[config.mk]
export PLATFORM = sky130hd
export DESIGN_NAME = gpio_irq_port
export DESIGN_NICKNAME = d
export VERILOG_FILES = /design/src/rtl/gpio_irq_pkg.sv /design/src/rtl/gpio_pin_sync.sv /design/src/rtl/gpio_trig_detect.sv /design/src/rtl/gpio_irq_port.sv
export SDC_FILE = /design/constraint.sdc
export NUM_CORES = 1
export LEC_CHECK = 0
export BUFFER_PORTS_ARGS = -buffer_cell sky130_fd_sc_hd__buf_4
export CAP_MARGIN = 20
export CORE_ASPECT_RATIO = 1.4
export CORE_UTILIZATION = 25
export DETAILED_ROUTE_END_ITERATION = 8
export PLACE_DENSITY = 0.51
export SLEW_MARGIN = 10
export SYNTH_ARGS = -nofsm -noshare
export SYNTH_HDL_FRONTEND = slang
export SYNTH_HIERARCHICAL = 1
export SYNTH_SLANG_ARGS = --single-unit
[constraint.sdc]
create_clock -name clk_i -period 2.59 [get_ports clk_i]
set_clock_uncertainty 0.1 [all_clocks]
set_input_delay 0.518 -clock clk_i [delete_from_list [all_inputs] [get_ports clk_i]]
set_output_delay 0.518 -clock clk_i [all_outputs]
set_load 0.02 [all_outputs]
[src/rtl/gpio_irq_pkg.sv]
package gpio_irq_pkg;

    typedef enum logic [2:0] {
        SLOT_DOUT   = 3'd0,
        SLOT_DIN    = 3'd1,
        SLOT_OE     = 3'd2,
        SLOT_ROUTE  = 3'd3,
        SLOT_IEN    = 3'd4,
        SLOT_LEVEL  = 3'd5,
        SLOT_POL    = 3'd6,
        SLOT_STATUS = 3'd7
    } reg_slot_e;

    typedef enum logic [1:0] {
        OP_WRITE = 2'd0,
        OP_SET   = 2'd1,
        OP_CLEAR = 2'd2,
        OP_NONE  = 2'd3
    } alias_op_e;

    localparam int SLOT_LSB = 4;
    localparam int OP_LSB   = 2;

    // Applies one alias operation to a register word.
    function automatic logic [31:0] apply_op(input logic [31:0] cur,
                                             input alias_op_e op,
                                             input logic [31:0] wdata);
        logic [31:0] res;
        case (op)
            OP_WRITE: res = wdata;
            OP_SET:   res = cur | wdata;
            OP_CLEAR: res = cur & ~wdata;
            default:  res = cur;
        endcase
        return res;
    endfunction

endpackage

[src/rtl/gpio_pin_sync.sv]
module gpio_pin_sync #(
    parameter int WIDTH = 32
) (
    input  logic             clk_i,
    input  logic             rst_ni,
    input  logic [WIDTH-1:0] raw_i,
    output logic [WIDTH-1:0] cur_o,
    output logic [WIDTH-1:0] prev_o
);
    typedef struct packed {
        logic [WIDTH-1:0] meta;
        logic [WIDTH-1:0] sync;
        logic [WIDTH-1:0] prev;
    } sync_t;

    sync_t sync_d, sync_q;

    always_comb begin
        sync_d      = sync_q;
        sync_d.meta = raw_i;
        sync_d.sync = sync_q.meta;
        sync_d.prev = sync_q.sync;
    end

    always_ff @(posedge clk_i) begin
        if (!rst_ni) sync_q <= '0;
        else         sync_q <= sync_d;
    end

    assign cur_o  = sync_q.sync;
    assign prev_o = sync_q.prev;

    // The value a detector sees is the pad level from two edges back.
    assert_sync_latency_R4: assert property (@(posedge clk_i) disable iff (!rst_ni)
        rst_ni |=> cur_o == $past(sync_q.meta));

endmodule

[src/rtl/gpio_trig_detect.sv]
module gpio_trig_detect #(
    parameter int WIDTH = 32
) (
    input  logic [WIDTH-1:0] cur_i,
    input  logic [WIDTH-1:0] prev_i,
    input  logic [WIDTH-1:0] level_i,
    input  logic [WIDTH-1:0] pol_i,
    output logic [WIDTH-1:0] event_o
);
    for (genvar p = 0; p < WIDTH; p++) begin : g_pin
        logic hit_level;
        logic hit_edge;
        always_comb begin
            hit_level = pol_i[p] ? cur_i[p] : ~cur_i[p];
            hit_edge  = pol_i[p] ? (cur_i[p] & ~prev_i[p])
                                 : (~cur_i[p] & prev_i[p]);
            event_o[p] = level_i[p] ? hit_level : hit_edge;
        end
    end

endmodule

[src/rtl/gpio_irq_port.sv]
module gpio_irq_port
    import gpio_irq_pkg::*;
#(
    parameter int NPINS  = 32,
    parameter int ADDR_W = 8
) (
    input  logic              clk_i,
    input  logic              rst_ni,
    input  logic              bus_wr_i,
    input  logic [ADDR_W-1:0] bus_addr_i,
    input  logic [NPINS-1:0]  bus_wdata_i,
    output logic [NPINS-1:0]  bus_rdata_o,
    input  logic [NPINS-1:0]  pin_i,
    output logic [NPINS-1:0]  pin_o,
    output logic [NPINS-1:0]  pin_oe_o,
    output logic              irq_o
);
    localparam int SLOT_W = 3;
    localparam int OP_W   = 2;
    localparam int HI_LSB = SLOT_LSB + SLOT_W;

    typedef struct packed {
        logic [NPINS-1:0] dout;
        logic [NPINS-1:0] oe;
        logic [NPINS-1:0] route;
        logic [NPINS-1:0] ien;
        logic [NPINS-1:0] level;
        logic [NPINS-1:0] pol;
        logic [NPINS-1:0] status;
    } port_t;

    port_t port_d, port_q;

    logic [NPINS-1:0] in_cur, in_prev, trig_evt, status_set;
    logic             addr_ok, wr_en;
    reg_slot_e        slot;
    alias_op_e        op;
    logic [31:0]      wdata_ext;

    gpio_pin_sync #(.WIDTH(NPINS)) u_sync (
        .clk_i  (clk_i),
        .rst_ni (rst_ni),
        .raw_i  (pin_i),
        .cur_o  (in_cur),
        .prev_o (in_prev)
    );

    gpio_trig_detect #(.WIDTH(NPINS)) u_detect (
        .cur_i   (in_cur),
        .prev_i  (in_prev),
        .level_i (port_q.level),
        .pol_i   (port_q.pol),
        .event_o (trig_evt)
    );

    assign slot       = reg_slot_e'(bus_addr_i[SLOT_LSB +: SLOT_W]);
    assign op         = alias_op_e'(bus_addr_i[OP_LSB +: OP_W]);
    assign addr_ok    = (bus_addr_i[OP_LSB-1:0] == '0) &&
                        (bus_addr_i[ADDR_W-1:HI_LSB] == '0);
    assign wr_en      = bus_wr_i && addr_ok;
    assign wdata_ext  = 32'(bus_wdata_i);
    assign status_set = trig_evt & port_q.route;

    function automatic logic [NPINS-1:0] upd(input logic [NPINS-1:0] cur,
                                             input reg_slot_e target);
        logic [NPINS-1:0] res;
        res = cur;
        if (wr_en && slot == target)
            res = NPINS'(apply_op(32'(cur), op, wdata_ext));
        return res;
    endfunction

    always_comb begin
        port_d        = port_q;
        port_d.dout   = upd(port_q.dout,  SLOT_DOUT);
        port_d.oe     = upd(port_q.oe,    SLOT_OE);
        port_d.route  = upd(port_q.route, SLOT_ROUTE);
        port_d.ien    = upd(port_q.ien,   SLOT_IEN);
        port_d.level  = upd(port_q.level, SLOT_LEVEL);
        port_d.pol    = upd(port_q.pol,   SLOT_POL);
        // Detected events are ORed in after the bus update: set beats clear.
        port_d.status = upd(port_q.status, SLOT_STATUS) | status_set;
    end

    always_ff @(posedge clk_i) begin
        if (!rst_ni) port_q <= '0;
        else         port_q <= port_d;
    end

    always_comb begin
        case (slot)
            SLOT_DOUT:   bus_rdata_o = port_q.dout;
            SLOT_DIN:    bus_rdata_o = in_cur;
            SLOT_OE:     bus_rdata_o = port_q.oe;
            SLOT_ROUTE:  bus_rdata_o = port_q.route;
            SLOT_IEN:    bus_rdata_o = port_q.ien;
            SLOT_LEVEL:  bus_rdata_o = port_q.level;
            SLOT_POL:    bus_rdata_o = port_q.pol;
            default:     bus_rdata_o = port_q.status;
        endcase
    end

    assign pin_o    = port_q.dout;
    assign pin_oe_o = port_q.oe;
    assign irq_o    = |(port_q.status & port_q.ien);

    // without a bus write, no status bit ever falls.
    assert_sticky_R9: assert property (@(posedge clk_i) disable iff (!rst_ni)
        !bus_wr_i |=> (($past(port_q.status) & ~port_q.status) == '0));

    // a bit that rises without a bus write must have been routed.
    assert_route_gate_R8: assert property (@(posedge clk_i) disable iff (!rst_ni)
        !bus_wr_i |=> ((port_q.status & ~$past(port_q.status) & ~$past(port_q.route)) == '0));

    // a routed detector event always lands, whatever the bus did.
    assert_set_wins_R11: assert property (@(posedge clk_i) disable iff (!rst_ni)
        (status_set != '0) |=> ((port_q.status & $past(status_set)) == $past(status_set)));

    // the request line needs at least one enabled source.
    assert_irq_enabled_R10: assert property (@(posedge clk_i) disable iff (!rst_ni)
        irq_o |-> (port_q.ien != '0 && port_q.status != '0));

endmodule

==> results of run 1 <==
logic make-up (layout without fill, tap and decap cells):
logic type | Yosys count | after routing
multiplexers | 37 | 37
flip-flops | 320 | 320
AO/OA/AOI/OAI | 729 | 729
AND/OR/NAND/NOR | 551 | 551
other | 0 | 1
adder cells (fa/ha/maj) | 4 | 4
buffers and inverters | 315 | 394
final timing paths:
check / from / endpoint / slack [ns]
setup / recovery: port_q[18] / irq_o / -0.01
hold / removal: pin_i[17] / u_sync/sync_d[49] / 0.09
setup reg to reg: u_sync/cur_o[8] / port_q[8] / 1.41
hold reg to reg: u_sync/sync_d[36] / u_sync/cur_o[4] / 0.33
final cells by class:
type / count / area [um^2]
clock inverter: 15 / 138
timing repair buffer: 279 / 2490
antenna: 1 / 2.50
multi-input combinational: 1321 / 7830
sequential: 320 / 6420
fill: 6539 / 42900
tap: 825 / 1030
inverter: 52 / 195
clock buffer: 48 / 1040
placed cells by master (no fill, tap or decap), drive strengths merged, types with 6 or more instances in the layout:
cell and n:
a211oi 12, a21boi 39, a21oi 223, a22oi 46, a2bb2oi 10, a31o 12
a31oi 13, a32o 6, a32oi 12, and2 100, buf 277, clkbuf 50
clkinv 9, dfxtp 320, inv 54, mux2 10, mux2i 15, mux4 12
nand2 117, nand2b 36, nor2 232, nor2b 40, o21ai 215, o21bai 32
o221ai 28, o22a 9, o22ai 44, o32a 7
Yosys cell counts (40+ instances only):
cell / instances / area [um^2]
nor2_1: 232 / 871
buf_4: 99 / 743
a22oi_1: 46 / 345
buf_2: 40 / 200
a21oi_1: 223 / 1120
o21ai_0: 180 / 901
and2_1: 98 / 613
nand2_1: 117 / 439
o22ai_1: 44 / 275
dfxtp_1: 320 / 6410
nor2b_1: 40 / 250
clkbuf_1: 112 / 420
inv_1: 52 / 195
metrics by stage:
step | TNS, ns | cell area [um^2] | setup slack, ns | util, %
global placement | -0.282 | 17800 | -0.128 | 28.8
floorplan | -0.00459 | 15800 | -0.00459 | -
CTS | -0.0333 | 19100 | -0.0333 | 30.8
global route | -0.0573 | 19100 | -0.0566 | 30.9
finish | -0.0142 | 19100 | -0.0142 | 30.9
detailed placement | -0.243 | 17800 | -0.155 | 28.8
worst max-delay path: cells and delay by family, from the launching register on:
family / cells / cell delay (ns)
buf+inv: 1 / 0.16
simple gates: 2 / 0.69
compound gates: 1 / 0.27
flops: 1 / 0.34
repair_timing:
item                                    CTS  global route
pin swaps                                 5             5
resized for setup                        22            12
endpoints found under the setup margin    8             6
gates cloned                              0             1
state kept, by name (all words and copies together), names as in the netlist:
register / cells
u_sync/prev_o: 32
u_sync/cur_o: 32
u_sync/sync_d: 32
port_q: 160
pin_oe_o: 32
pin_o: 32
per-layer routing:
| metal | vias up | global-route usage, % | wire length, um | part of all wire (%) |
|---|---|---|---|---|
| met5 | - | 0 | 27 | 0.044 |
| met4 | 4 | 7.45 | 2240 | 3.6 |
| met3 | 125 | 3.30 | 3690 | 6.0 |
| met2 | 526 | 33.2 | 31000 | 50 |
| met1 | 7033 | 22.1 | 24600 | 40 |
| li1 | 6868 | - | - | - |
power by group through the flow:
stage | logic [W] | clock network (W) | registers, W
floorplan | 0.000738 | 0 | 0.00512
global placement | 0.00123 | 0 | 0.00515
detailed placement | 0.00124 | 0 | 0.00515
CTS | 0.00125 | 0.00531 | 0.00504
global route | 0.00136 | 0.00549 | 0.00505
finish | 0.00126 | 0.00520 | 0.00504
==> impl_metrics.ini, run 1 <==
[pwr]
irDropWorstVdd_uv = 385
switching_share_pct = 26.2
leakage_nw = 7.04
internal_power_w = 0.00849
p_per_area_nw_per_um2 = 601
seqPwrFrac_pct = 43.8
power_switching_w = 0.00301
p_comb_share_pct = 11.0
p_total_w = 0.0115
p_clk_share_pct = 45.2

[finish]
syn_to_final_growth_pct = 21.8
final_layout_size_suffix_gt1_share_pct = 20.5
fin_cells = 2861
finalNetCount = 2088

[global_routing]
grt_pass1_vias = 14200
antenna_found_initial = 3
grt-ovfl-total = 0
grtUsageTotal_pct = 18.7
grt_max_degree = 89
grt_pass1_wl_um = 91400

[floorplan]
die_area_um2 = 63900
die_w_um = 214
start_util_pct = 25.3
die_y_um = 299
io_pins = 172
core-area_um2 = 62000
row_count = 108

[route]
routedWlPerCell_um = 21.5
drt-pass1-iter-count = 5
ant_nets = 0
via_per_inst = 5.09
totalWireLength_um = 61500
drc = 0
drt_iter0_markers = 1138
num_vias = 14600

[worst_setup_path]
arrival_ns = 1.99
worst_ep_required_time_ns = 1.97
reg2reg_depth = 4
cp-end-kind = output pin
worst_setup_path_start_kind = flip-flop
path_cells = a22oi_2 -> nand4_1 -> or4_4 -> buf_6
critical_path_class = flip-flop to output pin
slowest_delay_ns = 0.57
path_max_fanout = 3
slowest_stage = or4_4

[sta]
fin_ws_ns = -0.0142
fin_crit_ns = 2.60
rsz0062_at_grt = yes
tightestPinTransition_ns = 0.700
setup_violations = 1
final.period_utilization_pct = 101
slew_headroom_pct = 53.1
finalHoldViolCount = 0
slew_viol_final = 0
whs_ns = 0.0903
max_freq_mhz = 384

[yosys]
yosysWarningCount = 6
syn_inst = 1956
synth_fa_ha_area_share_pct = 0.318
synth_seq_cells = 320
ys_async_sr_fraction_pct = 0
synth_xor_area_share_pct = 0
avgSynthCellArea_um2 = 8.03
synth-edff-count = 0
synthSimpleGateAreaFrac_pct = 16.8
synthDistinctLibCells = 53
synth_compound_area_share_pct = 28.3
synth_nets = 2035
synthMuxAreaShare_pct = 3.39
synthFlopType = dfxtp_1
yosysSeqAreaShare_pct = 40.8
netlist_area_um2 = 15700
synth_top_family_by_area = compound AO/OA/AOI/OAI gates

[clock_network]
clock_path_buffers = 3
cts_tree = yes
hold_buffers = 0
clk_latency_ns = 0.54
clk_pin_slew_ns = 0.06
cts_setup_buffers = 0
htreeDepth = 2
clkSinkCount = 320
cts_buffers = 35
root_buffer = clkbuf_16

[placement]
port-buffer-count = 171
gp_congestion = 0.895
dpl.hpwl_um = 43000
place_inst = 2796

[run]
cap_viol_max_count = 0

[status]
status = complete, but fails checks
violations = setup timing

[hold_path]
worst_hold_path_type = input pin to flip-flop
hold_depth = 2
(Power assumes the default switching activity.)
==> run 2, diff against run 1 <==
Settings changed: CORE_UTILIZATION 25 to 59, PLACE_DENSITY 0.51 to 0.9.
==> impl_metrics.ini, run 2 (synthesis gave the netlist of run 1 again) <==
[status]
status = complete, but fails checks
violations = setup timing

[route]
num_vias = 15700
drt_iter0_markers = 2170
routedWlPerCell_um = 22.4
drt-pass1-iter-count = 7
totalWireLength_um = 52400
via_per_inst = 6.73
ant_nets = 0
drc = 0

[global_routing]
grt-ovfl-total = 0
grt_pass1_vias = 15400
use_met3_pct = 10.9
grt_max_degree = 74
busiest_layer = met2
grtUsageTotal_pct = 37.6
grtUsageMet1_pct = 41.4
grt_pass1_wl_um = 80600
antenna_found_initial = 0
met2_usage_pct = 60.5

[pwr]
p_per_area_nw_per_um2 = 612
leakage_nw = 6.87
irDropWorstVdd_uv = 525

[worst_setup_path]
crit_family = simple AND/OR/NAND/NOR gates
worst-path-buf-inv = 1
arrival_ns = 2.08
path_cells = a22oi_2 -> nand4_1 -> or4_4 -> buf_6
cp-end-kind = output pin
critical_path_class = flip-flop to output pin
slowest_stage = or4_4
worst_setup_path_start_kind = flip-flop
path_max_fanout = 3
worst_ep_required_time_ns = 1.97
slowest_delay_ns = 0.58

[finish]
regMostFlops = port_q
fin_cells = 2336
final_layout_size_suffix_gt1_share_pct = 19.5
largest_register_ffs = 160
layout_common_cells = 311 x dfxtp_1, 241 x buf_4, 230 x nor2_1, 223 x a21oi_1, 180 x o21ai_0
finalNetCount = 2067
diodes = 0
layout_commonest_cell = dfxtp_1
fillers = 1885
syn_to_final_growth_pct = 15.3
fin_util_pct = 69.2

[sta]
fin_ws_ns = -0.111
finalHoldViolCount = 0
whs_ns = 0.0206
setup_violations = 2
rsz0062_at_grt = yes
slew_headroom_pct = 57.8
final.period_utilization_pct = 104
fin_crit_ns = 2.70
max_freq_mhz = 370
tightestPinTransition_ns = 0.630
slew_viol_final = 0

[floorplan]
die_area_um2 = 27300
row_count = 70
core-area_um2 = 26200
io_pins = 172
start_util_pct = 60.0
die_y_um = 195
die_w_um = 140

[placement]
port-buffer-count = 171
dpl.hpwl_um = 33600
dp_slack_ns = -0.00365
place_inst = 2279
gp_congestion = 0.980

[run]
cap_viol_max_count = 0

[clock_network]
cts_buffers = 30
cts_tree = yes
root_buffer = clkbuf_16
clkSinkCount = 320
clk_latency_ns = 0.60
clk_pin_slew_ns = 0.06
clock_path_buffers = 3
htreeDepth = 1

[hold_path]
worst_hold_path_type = input pin to flip-flop
## run 2: cell types whose count changed in the layout (fill, tap and decap cells not counted), sizes merged
cell	delta
clkinvlp	-2
clkbuf	-8
diode	-1
bufinv	+3
inv	-1
clkinv	-1
buf	-14
## run 2: report_power, final
| group | leakage, nW | internal [W] | switching, W |
|---|---|---|---|
| clock network | 0.545 | 0.00289 | 0.00197 |
| logic | 3.72 | 0.000444 | 0.000759 |
| registers | 2.60 | 0.00499 | 0.0000488 |
| total | 6.87 | 0.00832 | 0.00278 |
## run 2: worst paths after layout
path | startpoint | endpoint | slack (ns) | cells after the start
hold / removal | pin_i[30] | u_sync/sync_d[62] | 0.02 | 2
setup / recovery | port_q[108] | irq_o | -0.11 | 4
hold reg to reg | u_sync/sync_d[36] | u_sync/cur_o[4] | 0.33 | 1
setup reg to reg | port_q[52] | port_q[20] | 1.27 | 4
## run 2: routing by layer
layer | share of wire [%] | wire (um)
met5 | 0 | 0
met4 | 8.4 | 4380
met3 | 13 | 6680
met2 | 46 | 23800
met1 | 33 | 17500
## run 2: repair_timing
item,4_1_cts,5_1_grt
hold buffers,0,0
pin swaps,3,5
setup endpoints to repair,4,9
setup buffers,0,1
resized for setup,19,7
## run 2: layout make-up
| cell class | instances | area (um^2) | area share (%) |
|---|---|---|---|
| Clock buffer | 42 | 887 | 4.90 |
| Clock inverter | 14 | 201 | 1.11 |
| Inverter | 52 | 195 | 1.08 |
| Multi-Input combinational cell | 1321 | 7810 | 43.1 |
| Sequential cell | 320 | 6420 | 35.4 |
| Tap cell | 324 | 405 | 2.24 |
| Timing Repair Buffer | 263 | 2210 | 12.2 |
## run 2: through the flow
stage | instance area, um^2 | power, W | TNS [ns]
floorplan | 15800 | 0.00586 | -0.00459
global placement | 16900 | 0.00625 | 0
detailed placement | 16900 | 0.00629 | -0.00365
CTS | 18100 | 0.0110 | -0.0282
global route | 18100 | 0.0114 | -0.166
finish | 18100 | 0.0111 | -0.111
